$ cat config.mk
export PLATFORM = sky130hd
export DESIGN_NAME = perf_table_scanner
export DESIGN_NICKNAME = d
export VERILOG_FILES = /design/src/rtl/perf_scan_pkg.sv /design/src/rtl/perf_freq_calc.sv /design/src/rtl/perf_sort_table.sv /design/src/rtl/perf_scan_ctrl.sv /design/src/rtl/perf_table_scanner.sv
export SDC_FILE = /design/constraint.sdc
export NUM_CORES = 1
export LEC_CHECK = 0
export ABC_AREA = 0
export BUFFER_PORTS_ARGS = -buffer_cell sky130_fd_sc_hd__buf_2
export CORE_MARGIN = 1
export CORE_UTILIZATION = 61
export CTS_CLUSTER_SIZE = 40
export DETAILED_ROUTE_END_ITERATION = 10
export HOLD_SLACK_MARGIN = 0.12
export PLACE_DENSITY = 0.82
export SLEW_MARGIN = 10
export SYNTH_ARGS = -nofsm -noshare
export SYNTH_HDL_FRONTEND = slang
export SYNTH_SLANG_ARGS = --single-unit
export TNS_END_PERCENT = 1
$ cat constraint.sdc
create_clock -name clk -period 10.25 [get_ports clk]
set_clock_uncertainty 0.2 [all_clocks]
set_input_delay 2.5625 -clock clk [delete_from_list [all_inputs] [get_ports clk]]
set_output_delay 2.5625 -clock clk [all_outputs]
set_load 0.01 [all_outputs]
$ cat src/rtl/perf_scan_pkg.sv
package perf_scan_pkg;
   localparam int FID_W = 6;
   localparam int VID_W = 5;

   typedef struct packed {
      logic [FID_W-1:0] fid;
      logic [VID_W-1:0] vid;
   } perf_pair_t;

   typedef enum logic [2:0] {
      ST_IDLE, ST_SIG, ST_HDR, ST_ENT, ST_PAIR, ST_INS, ST_END
   } scan_st_t;
endpackage

$ cat src/rtl/perf_freq_calc.sv
module perf_freq_calc
   import perf_scan_pkg::*;
#(
   parameter int FREQ_W    = 13,
   parameter int BASE_MHZ  = 800,
   parameter int STEP_MHZ  = 100,
   parameter bit SHIFT_ADD = 1'b0
) (
   input  logic [FID_W-1:0]  fid,
   output logic [FREQ_W-1:0] mhz
);
   if (SHIFT_ADD && STEP_MHZ != 100) begin : g_bad_step
      $error("shift-add variant only supports a 100 MHz step");
   end
   if (FREQ_W < 13) begin : g_bad_w
      $error("FREQ_W too narrow for the largest code");
   end

   if (SHIFT_ADD) begin : g_shift
      logic [FREQ_W-1:0] f;
      assign f   = FREQ_W'(fid);
      assign mhz = FREQ_W'(BASE_MHZ) + (f << 6) + (f << 5) + (f << 2);
   end else begin : g_mult
      assign mhz = FREQ_W'(BASE_MHZ) + FREQ_W'(fid) * FREQ_W'(STEP_MHZ);
   end
endmodule

$ cat src/rtl/perf_sort_table.sv
module perf_sort_table
   import perf_scan_pkg::*;
#(
   parameter int MAX_STATES = 16,
   localparam int IDX_W = (MAX_STATES > 1) ? $clog2(MAX_STATES) : 1,
   localparam int CNT_W = $clog2(MAX_STATES + 1)
) (
   input  logic             clk,
   input  logic             rst_n,
   input  logic             clr,
   input  logic             ins_valid,
   input  perf_pair_t       ins_pair,
   output logic             busy,
   output logic [CNT_W-1:0] fill,
   input  logic [IDX_W-1:0] rd_idx,
   output perf_pair_t       rd_pair
);
   perf_pair_t       ent [MAX_STATES];
   perf_pair_t       nw;
   logic [IDX_W-1:0] pos;
   logic             move_up;

   always_comb begin
      move_up = (pos != '0) && (ent[pos - IDX_W'(1)].fid > nw.fid);
   end

   always_ff @(posedge clk or negedge rst_n) begin
      if (!rst_n) begin
         busy <= 1'b0;
         fill <= '0;
         pos  <= '0;
         nw   <= '0;
      end else if (clr) begin
         busy <= 1'b0;
         fill <= '0;
      end else if (busy) begin
         if (move_up) begin
            pos <= pos - IDX_W'(1);
         end else begin
            busy <= 1'b0;
            fill <= fill + CNT_W'(1);
         end
      end else if (ins_valid) begin
         busy <= 1'b1;
         nw   <= ins_pair;
         pos  <= IDX_W'(fill);
      end
   end

   for (genvar i = 0; i < MAX_STATES; i++) begin : g_slot
      always_ff @(posedge clk or negedge rst_n) begin
         if (!rst_n) begin
            ent[i] <= '0;
         end else if (busy && !clr && pos == IDX_W'(i)) begin
            if (move_up) begin
               if (i > 0) ent[i] <= ent[(i > 0) ? i - 1 : 0];
            end else begin
               ent[i] <= nw;
            end
         end
      end
      if (i + 1 < MAX_STATES) begin : g_ord

         sorted_order_chk: assert property (@(posedge clk) disable iff (!rst_n)
            (!busy && (int'(fill) > i + 1)) |-> (ent[i].fid <= ent[i+1].fid));
      end
   end

   assign rd_pair = ent[rd_idx];


   fill_bound_chk: assert property (@(posedge clk) disable iff (!rst_n)
      int'(fill) <= MAX_STATES);
endmodule

$ cat src/rtl/perf_scan_ctrl.sv
module perf_scan_ctrl
   import perf_scan_pkg::*;
#(
   parameter int ADDR_W     = 20,
   parameter int SCAN_BASE  = 32'hE0000,
   parameter int SCAN_LIMIT = 32'h100000,
   parameter int SCAN_STEP  = 16,
   parameter int SIG_LEN    = 10,
   parameter logic [8*SIG_LEN-1:0] SIG = 80'h414D444B37504E4F5721,
   parameter logic [7:0] VERSION = 8'h14,
   parameter int MAX_STATES = 16
) (
   input  logic              clk,
   input  logic              rst_n,
   input  logic              start,
   input  logic [31:0]       cpu_id,
   input  logic [FID_W-1:0]  max_fid,
   input  logic [VID_W-1:0]  max_vid,
   output logic              rd_en,
   output logic [ADDR_W-1:0] rd_addr,
   input  logic [7:0]        rd_data,
   output logic              tbl_clr,
   output logic              ins_valid,
   output perf_pair_t        ins_pair,
   input  logic              tbl_busy,
   output logic              done,
   output logic              found,
   output logic [15:0]       settle,
   output logic [7:0]        packed_cfg,
   output logic [7:0]        pll_code
);
   localparam int K_W = $clog2(SIG_LEN) + 1;
   localparam logic [ADDR_W:0] SIG_END = (ADDR_W+1)'(SCAN_LIMIT - SIG_LEN);

   scan_st_t          st;
   logic              pend;
   logic [ADDR_W-1:0] addr;
   logic [ADDR_W:0]   slot, slot_nx;
   logic [K_W-1:0]    k;
   logic [7:0]        ent_left, pair_left, pll_b, fid_b, vid_b, pf;
   logic [31:0]       id_sh;
   logic              reading, id_hit, adv_slot, fail_now;

   function automatic logic [7:0] sig_byte(input logic [K_W-1:0] idx);
      return SIG[8*(SIG_LEN-1-int'(idx)) +: 8];
   endfunction

   always_comb begin
      slot_nx  = slot + (ADDR_W+1)'(SCAN_STEP);
      reading  = (st == ST_SIG) || (st == ST_HDR) || (st == ST_ENT) || (st == ST_PAIR);
      id_hit   = (id_sh == cpu_id) && (fid_b == 8'(max_fid)) && (vid_b == 8'(max_vid));
      adv_slot = pend && (((st == ST_SIG) && (rd_data != sig_byte(k))) ||
                          ((st == ST_HDR) && (k == K_W'(5)) && (rd_data == 8'd0)) ||
                          ((st == ST_ENT) && (k == K_W'(7)) && !id_hit && (ent_left == 8'd1)));
      fail_now = pend && (((st == ST_HDR) && (k == '0) && (rd_data != VERSION)) ||
                          ((st == ST_ENT) && (k == K_W'(7)) && id_hit &&
                           (int'(rd_data) > MAX_STATES)));
   end

   assign rd_en     = reading && !pend;
   assign rd_addr   = addr;
   assign tbl_clr   = start && ((st == ST_IDLE) || (st == ST_END));
   assign ins_valid = (st == ST_PAIR) && pend && (k == K_W'(1));
   assign ins_pair  = '{fid: pf[FID_W-1:0], vid: rd_data[VID_W-1:0]};

   always_ff @(posedge clk or negedge rst_n) begin
      if (!rst_n) begin
         st <= ST_IDLE; pend <= 1'b0; addr <= '0; slot <= '0; k <= '0;
         ent_left <= '0; pair_left <= '0; pll_b <= '0; fid_b <= '0; vid_b <= '0;
         pf <= '0; id_sh <= '0; done <= 1'b0; found <= 1'b0;
         settle <= '0; packed_cfg <= '0; pll_code <= '0;
      end else if (tbl_clr) begin
         st <= ST_SIG; pend <= 1'b0; k <= '0;
         slot <= (ADDR_W+1)'(SCAN_BASE); addr <= ADDR_W'(SCAN_BASE);
         done <= 1'b0; found <= 1'b0;
      end else if (reading && !pend) begin
         pend <= 1'b1;
      end else if (reading) begin
         pend <= 1'b0;
         if (fail_now) begin
            st <= ST_END; done <= 1'b1;
         end else if (adv_slot) begin
            if (slot_nx >= SIG_END) begin
               st <= ST_END; done <= 1'b1;
            end else begin
               st <= ST_SIG; slot <= slot_nx; addr <= slot_nx[ADDR_W-1:0]; k <= '0;
            end
         end else begin
            addr <= addr + ADDR_W'(1);
            k    <= k + K_W'(1);
            unique case (st)
               ST_SIG: if (k == K_W'(SIG_LEN-1)) begin st <= ST_HDR; k <= '0; end
               ST_HDR: begin
                  if (k == K_W'(2)) settle[7:0]  <= rd_data;
                  if (k == K_W'(3)) settle[15:8] <= rd_data;
                  if (k == K_W'(4)) packed_cfg   <= rd_data;
                  if (k == K_W'(5)) begin ent_left <= rd_data; st <= ST_ENT; k <= '0; end
               end
               ST_ENT: begin
                  if (k < K_W'(4)) id_sh <= {rd_data, id_sh[31:8]};
                  if (k == K_W'(4)) pll_b <= rd_data;
                  if (k == K_W'(5)) fid_b <= rd_data;
                  if (k == K_W'(6)) vid_b <= rd_data;
                  if (k == K_W'(7)) begin
                     k <= '0;
                     if (id_hit) begin
                        pll_code  <= pll_b;
                        pair_left <= rd_data;
                        if (rd_data == 8'd0) begin
                           st <= ST_END; done <= 1'b1; found <= 1'b1;
                        end else begin
                           st <= ST_PAIR;
                        end
                     end else begin
                        ent_left <= ent_left - 8'd1;
                        addr     <= addr + ADDR_W'(1) + ADDR_W'({rd_data, 1'b0});
                     end
                  end
               end
               default: begin
                  if (k == '0) pf <= rd_data;
                  else begin st <= ST_INS; k <= '0; end
               end
            endcase
         end
      end else if (st == ST_INS && !tbl_busy) begin
         if (pair_left == 8'd1) begin
            st <= ST_END; done <= 1'b1; found <= 1'b1;
         end else begin
            pair_left <= pair_left - 8'd1;
            st <= ST_PAIR;
         end
      end
   end


   probe_bound_chk: assert property (@(posedge clk) disable iff (!rst_n)
      (st == ST_SIG) |-> (slot < SIG_END));

   found_done_chk: assert property (@(posedge clk) disable iff (!rst_n)
      found |-> done);
endmodule

$ cat src/rtl/perf_table_scanner.sv
module perf_table_scanner
   import perf_scan_pkg::*;
#(
   parameter int ADDR_W     = 20,
   parameter int SCAN_BASE  = 32'hE0000,
   parameter int SCAN_LIMIT = 32'h100000,
   parameter int SCAN_STEP  = 16,
   parameter int SIG_LEN    = 10,
   parameter logic [8*SIG_LEN-1:0] SIG = 80'h414D444B37504E4F5721,
   parameter logic [7:0] VERSION = 8'h14,
   parameter int MAX_STATES = 16,
   parameter int FREQ_W     = 13,
   parameter bit SHIFT_ADD  = 1'b0,
   localparam int IDX_W = (MAX_STATES > 1) ? $clog2(MAX_STATES) : 1,
   localparam int CNT_W = $clog2(MAX_STATES + 1)
) (
   input  logic              clk,
   input  logic              rst_n,
   input  logic              start,
   input  logic [31:0]       cpu_id,
   input  logic [5:0]        max_fid,
   input  logic [4:0]        max_vid,
   output logic              rd_en,
   output logic [ADDR_W-1:0] rd_addr,
   input  logic [7:0]        rd_data,
   output logic              done,
   output logic              found,
   output logic [15:0]       settle_cnt,
   output logic [1:0]        rvo,
   output logic [1:0]        irt,
   output logic [1:0]        mvs,
   output logic [1:0]        low_flag,
   output logic [7:0]        pll_code,
   output logic [CNT_W-1:0]  n_states,
   input  logic [IDX_W-1:0]  tbl_idx,
   output logic [5:0]        tbl_fid,
   output logic [4:0]        tbl_vid,
   output logic [FREQ_W-1:0] tbl_mhz
);
   if (ADDR_W < 9 || SCAN_BASE + SIG_LEN >= SCAN_LIMIT || SCAN_LIMIT > (1 << ADDR_W)) begin : g_bad_region
      $error("scan region does not fit the address width");
   end
   if (MAX_STATES < 2 || MAX_STATES > 255) begin : g_bad_depth
      $error("MAX_STATES out of range");
   end
   if (FID_W != 6 || VID_W != 5) begin : g_bad_codes
      $error("code widths must match the port widths");
   end

   logic       tbl_clr, ins_valid, tbl_busy;
   perf_pair_t ins_pair, rd_pair;
   logic [7:0] packed_cfg;

   perf_scan_ctrl #(
      .ADDR_W(ADDR_W), .SCAN_BASE(SCAN_BASE), .SCAN_LIMIT(SCAN_LIMIT),
      .SCAN_STEP(SCAN_STEP), .SIG_LEN(SIG_LEN), .SIG(SIG), .VERSION(VERSION),
      .MAX_STATES(MAX_STATES)
   ) i_ctrl (
      .clk(clk), .rst_n(rst_n), .start(start), .cpu_id(cpu_id),
      .max_fid(max_fid), .max_vid(max_vid), .rd_en(rd_en), .rd_addr(rd_addr),
      .rd_data(rd_data), .tbl_clr(tbl_clr), .ins_valid(ins_valid),
      .ins_pair(ins_pair), .tbl_busy(tbl_busy), .done(done), .found(found),
      .settle(settle_cnt), .packed_cfg(packed_cfg), .pll_code(pll_code)
   );

   perf_sort_table #(.MAX_STATES(MAX_STATES)) i_table (
      .clk(clk), .rst_n(rst_n), .clr(tbl_clr), .ins_valid(ins_valid),
      .ins_pair(ins_pair), .busy(tbl_busy), .fill(n_states),
      .rd_idx(tbl_idx), .rd_pair(rd_pair)
   );

   perf_freq_calc #(.FREQ_W(FREQ_W), .SHIFT_ADD(SHIFT_ADD)) i_freq (
      .fid(rd_pair.fid), .mhz(tbl_mhz)
   );

   assign tbl_fid  = rd_pair.fid;
   assign tbl_vid  = rd_pair.vid;
   assign rvo      = packed_cfg[1:0];
   assign irt      = packed_cfg[3:2];
   assign mvs      = packed_cfg[5:4];
   assign low_flag = packed_cfg[7:6];


   no_read_shift_chk: assert property (@(posedge clk) disable iff (!rst_n)
      tbl_busy |-> !rd_en);

   no_b2b_read_chk: assert property (@(posedge clk) disable iff (!rst_n)
      rd_en |=> !rd_en);
endmodule

==> results_dict.tcl <==
set metrics [dict create \
    status "completed" \
    path_clk_slew_ns 0.06 \
    yosysTopAreaCell "dfrtp_1" \
    syn_inst 2057 \
    r2r_end "i_table.ent[121]" \
    dieWidth_um 185.6 \
    timing.rr.start "i_table.pos[0]" \
    die_area_sq_um 34430 \
    cts_made_buffers 39 \
    antenna_left 0 \
    maxSlewHeadroom_pct 24.57 \
    io_pins 142 \
    numPortBuffers 139 \
    min_period_over_period_pct 93.32 \
    wl_per_cell_um 21.15 \
    cp.arrival_ns 6.80 \
    drtIter0Drc 1827 \
    grt_pass1_wl_um 87690 \
    power_per_cell_area_nw_per_um2 224.4 \
    nNetsFinal 2238 \
    coreArea_sq_um 32870 \
    antenna_found_initial 0 \
    endpoint "tbl_mhz[12]" \
    ir_worst_vdd_v 0.0001942 \
    worst-path-buf-inv 3 \
    cap_violations 0 \
    n_antenna_cell 0 \
    drive_gt1_share_pct 20.49 \
    chipHeight_um 185.6 \
    reg2regPathDepth 17 \
    hold_viol 0 \
    dp_hpwl_um 35810 \
    drv_slew 0 \
    r2r_slack_ns 4.13 \
    synth_top_area_share_pct 43.22 \
    cts-resized-gates 0 \
    setup_viol 0 \
    synth_edf_count 0 \
    cp-startpoint "tbl_idx[0]" \
    clock-root-buffer "clkbuf_16" \
    worstPathRequired_ns 7.49 \
    yosysSeqAreaShare_pct 43.22 \
    yosys_warnings 0 \
    dpl_cell_area_sq_um 21500 \
    leakage_uw 0.01025 \
    drt-total-wl_um 54870 \
    netlist_top_cells_area "dfrtp_1 43%, mux4_2 9.3%, a21oi_1 8.3%" \
    period_minus_slack_ns 9.565 \
    synth-async-reset-ratio_pct 100.0 \
    drc_errors 0 \
    clock_latency_ns 0.54 \
    yosysMostFrequentCell "dfrtp_1" \
    h-tree-depth 2 \
    initial_utilization_pct 62.54 \
    grt_max_degree 166 \
    via_count 16960 \
    gr-total-overflow 0 \
    crit_top_cell "ha_1" \
    tritoncts "yes" \
    area.growth.synth_to_final_pct 10.76 \
    grt_pass1_vias 16860 \
    fmax_mhz 104.5 \
    synth-main-ff-cell "dfrtp_1" \
    cp.depth 14 \
    start_kind "input port" \
    rsz0062_at_grt "no" \
    gp_congestion 0.9413 \
    track_usage_pct 32.29 \
    end_kind "output port" \
    synth_cell_types 85 \
    num_rows 66 \
    cts.sinks 355 \
    criticalPathCategory "input port to output port" \
    first_pass_iters 6 \
    slowest_delay_ns 0.56 \
    synth_seq_cells 355 \
    postCtsSetupBuffers 0 \
    cp_max_fo 16 \
    cp_top_family "adder cells" \
    hp-class "register to register" \
    vias_per_cell 6.537 \
    synthesis.area_sq_um 20550 \
    synth_common_cells "355 x dfrtp_1, 342 x a21oi_1, 219 x nor2_1, 145 x nand2_1, 108 x clkbuf_1" \
    cts_buffer_depth 3 \
    crit_chain "buf_2 > buf_4 > mux4_2 > mux4_2 > ha_1 > ha_1 > ha_1 > ha_1 > a21oi_1 > xnor2_1 > nor3_1 > nand3b_1 > xnor2_1 > buf_2" \
    dp_cells 2524 \
    tightestPinTransition_ns 1.128 \
    tns_ns 0 \
    synth.avg_cell_area_sq_um 9.992 \
    cts_hold_buf 0 \
    slowest_stage "mux4_2" \
    stdcell_area_sq_um 22760 \
    fin_cells 2594 \
]
==> kinds of logic after synthesis <==
kind of cell	after synthesis	synth area share, %
AOI/OAI and AO/OA	562	15.63
xor gates and xnor gates	115	4.900
adders and majority gates	57	3.543
buffers and inverters	192	3.829
DFF	355	43.22
muxes	205	15.92
other	1	0.01825
and+or+nand+nor	570	12.94
==> layout make-up <==
cell class,instances,area [sq um]
clock buffers,64,1210
clock inverters,6,58.81
fillers,2419,10100
inverters,50,187.7
multi-input cells,1511,10940
flip-flops and latches,355,8884
well taps,442,553.0
repair buffers,166,933.4
==> report_power, final <==
group	internal (uW)	total, uW	switching, uW	leakage [uW]
Clock	808	1380	571	0.000620
Sequential	1640	1910	274	0.00476
Combinational	741	1810	1070	0.00487
==> per-layer routing <==
layer  global-route usage [%]  wire [um]  vias up
li1                         -          -     7546
met1                    40.81      20930     8324
met2                    54.56      26960      887
met3                    5.811       4730      201
met4                    13.97       2249        0
met5                        0          0        -
==> through the flow <==
step | power, uW | util (%) | setup slack (ns) | hold WS, ns
final | 5107 | 69.26 | 0.6848 | 0.2814
after global routing | 5388 | 69.26 | 0.4674 | 0.3007
after CTS | 5094 | 69.26 | 0.6938 | 0.2901
after detailed placement | 3706 | 65.40 | 0.7045 | 0.2765
after global placement | 3624 | 65.40 | 0.8809 | 0.2648
after floorplan | 3206 | - | 0.6522 | 0.2460
==> state kept, by name (all words and copies together) (netlist names) <==
register and count:
i_ctrl.pll_code 8, i_ctrl.id_sh 32, i_ctrl.vid_b 8, i_ctrl.pend 1
i_table.busy 1, i_table.pos 4, i_ctrl.done 1, i_table.ent 176
i_ctrl.k 5, i_ctrl.packed_cfg 8, i_table.fill 5, i_ctrl.pf 6
i_ctrl.rd_addr 20, i_ctrl.pair_left 8, i_ctrl.found 1, i_ctrl.fid_b 8
i_ctrl.settle 16, i_ctrl.slot 17, i_ctrl.pll_b 8, i_ctrl.st 3
i_ctrl.ent_left 8, i_table.nw 11
==> how the worst min path moves through the flow <==
stage,startpoint,endpoint,depth (start not counted)
3_5_place_dp,i_ctrl.pf[2],i_ctrl.pf[2],2
2_1_floorplan,i_ctrl.pf[0],i_ctrl.pf[0],2
3_3_place_gp,i_ctrl.pf[2],i_ctrl.pf[2],2
5_1_grt,i_ctrl.pf[4],i_ctrl.pf[4],2
6_report,i_ctrl.pf[0],i_ctrl.pf[0],2
4_1_cts,i_ctrl.pf[4],i_ctrl.pf[4],2
==> worst reg2reg max path: stages, from the launching register on <==
cell	delay (ns)
dfrtp_1	0.33
buf_4	0.45
inv_1	0.23
ha_1	0.37
buf_4	0.37
mux4_2	0.39
mux4_2	0.53
ha_1	0.33
nor2b_1	0.13
o21a_1	0.17
o21a_1	0.17
o21a_1	0.15
o21ai_0	0.32
a221oi_4	0.14
buf_12	0.24
nor2b_1	1.06
a21oi_1	0.10
o21ai_0	0.30
==> placed cells by master, fill, tap and decap left out, drive strengths merged, types with 9 or more instances in the layout <==
| cell | instances |
|---|---|
| a21oi | 342 |
| a31oi | 13 |
| and3 | 9 |
| buf | 166 |
| clkbuf | 64 |
| dfrtp | 355 |
| ha | 55 |
| inv | 50 |
| mux2 | 104 |
| mux2i | 16 |
| mux4 | 85 |
| nand2 | 145 |
| nand2b | 16 |
| nand3 | 45 |
| nand4 | 20 |
| nor2 | 221 |
| nor2b | 13 |
| nor3 | 43 |
| nor4 | 11 |
| o21a | 11 |
| o21ai | 93 |
| o22ai | 12 |
| o31ai | 9 |
| xnor2 | 79 |
| xor2 | 36 |
Note: power is estimated with default switching activity, not from simulation.
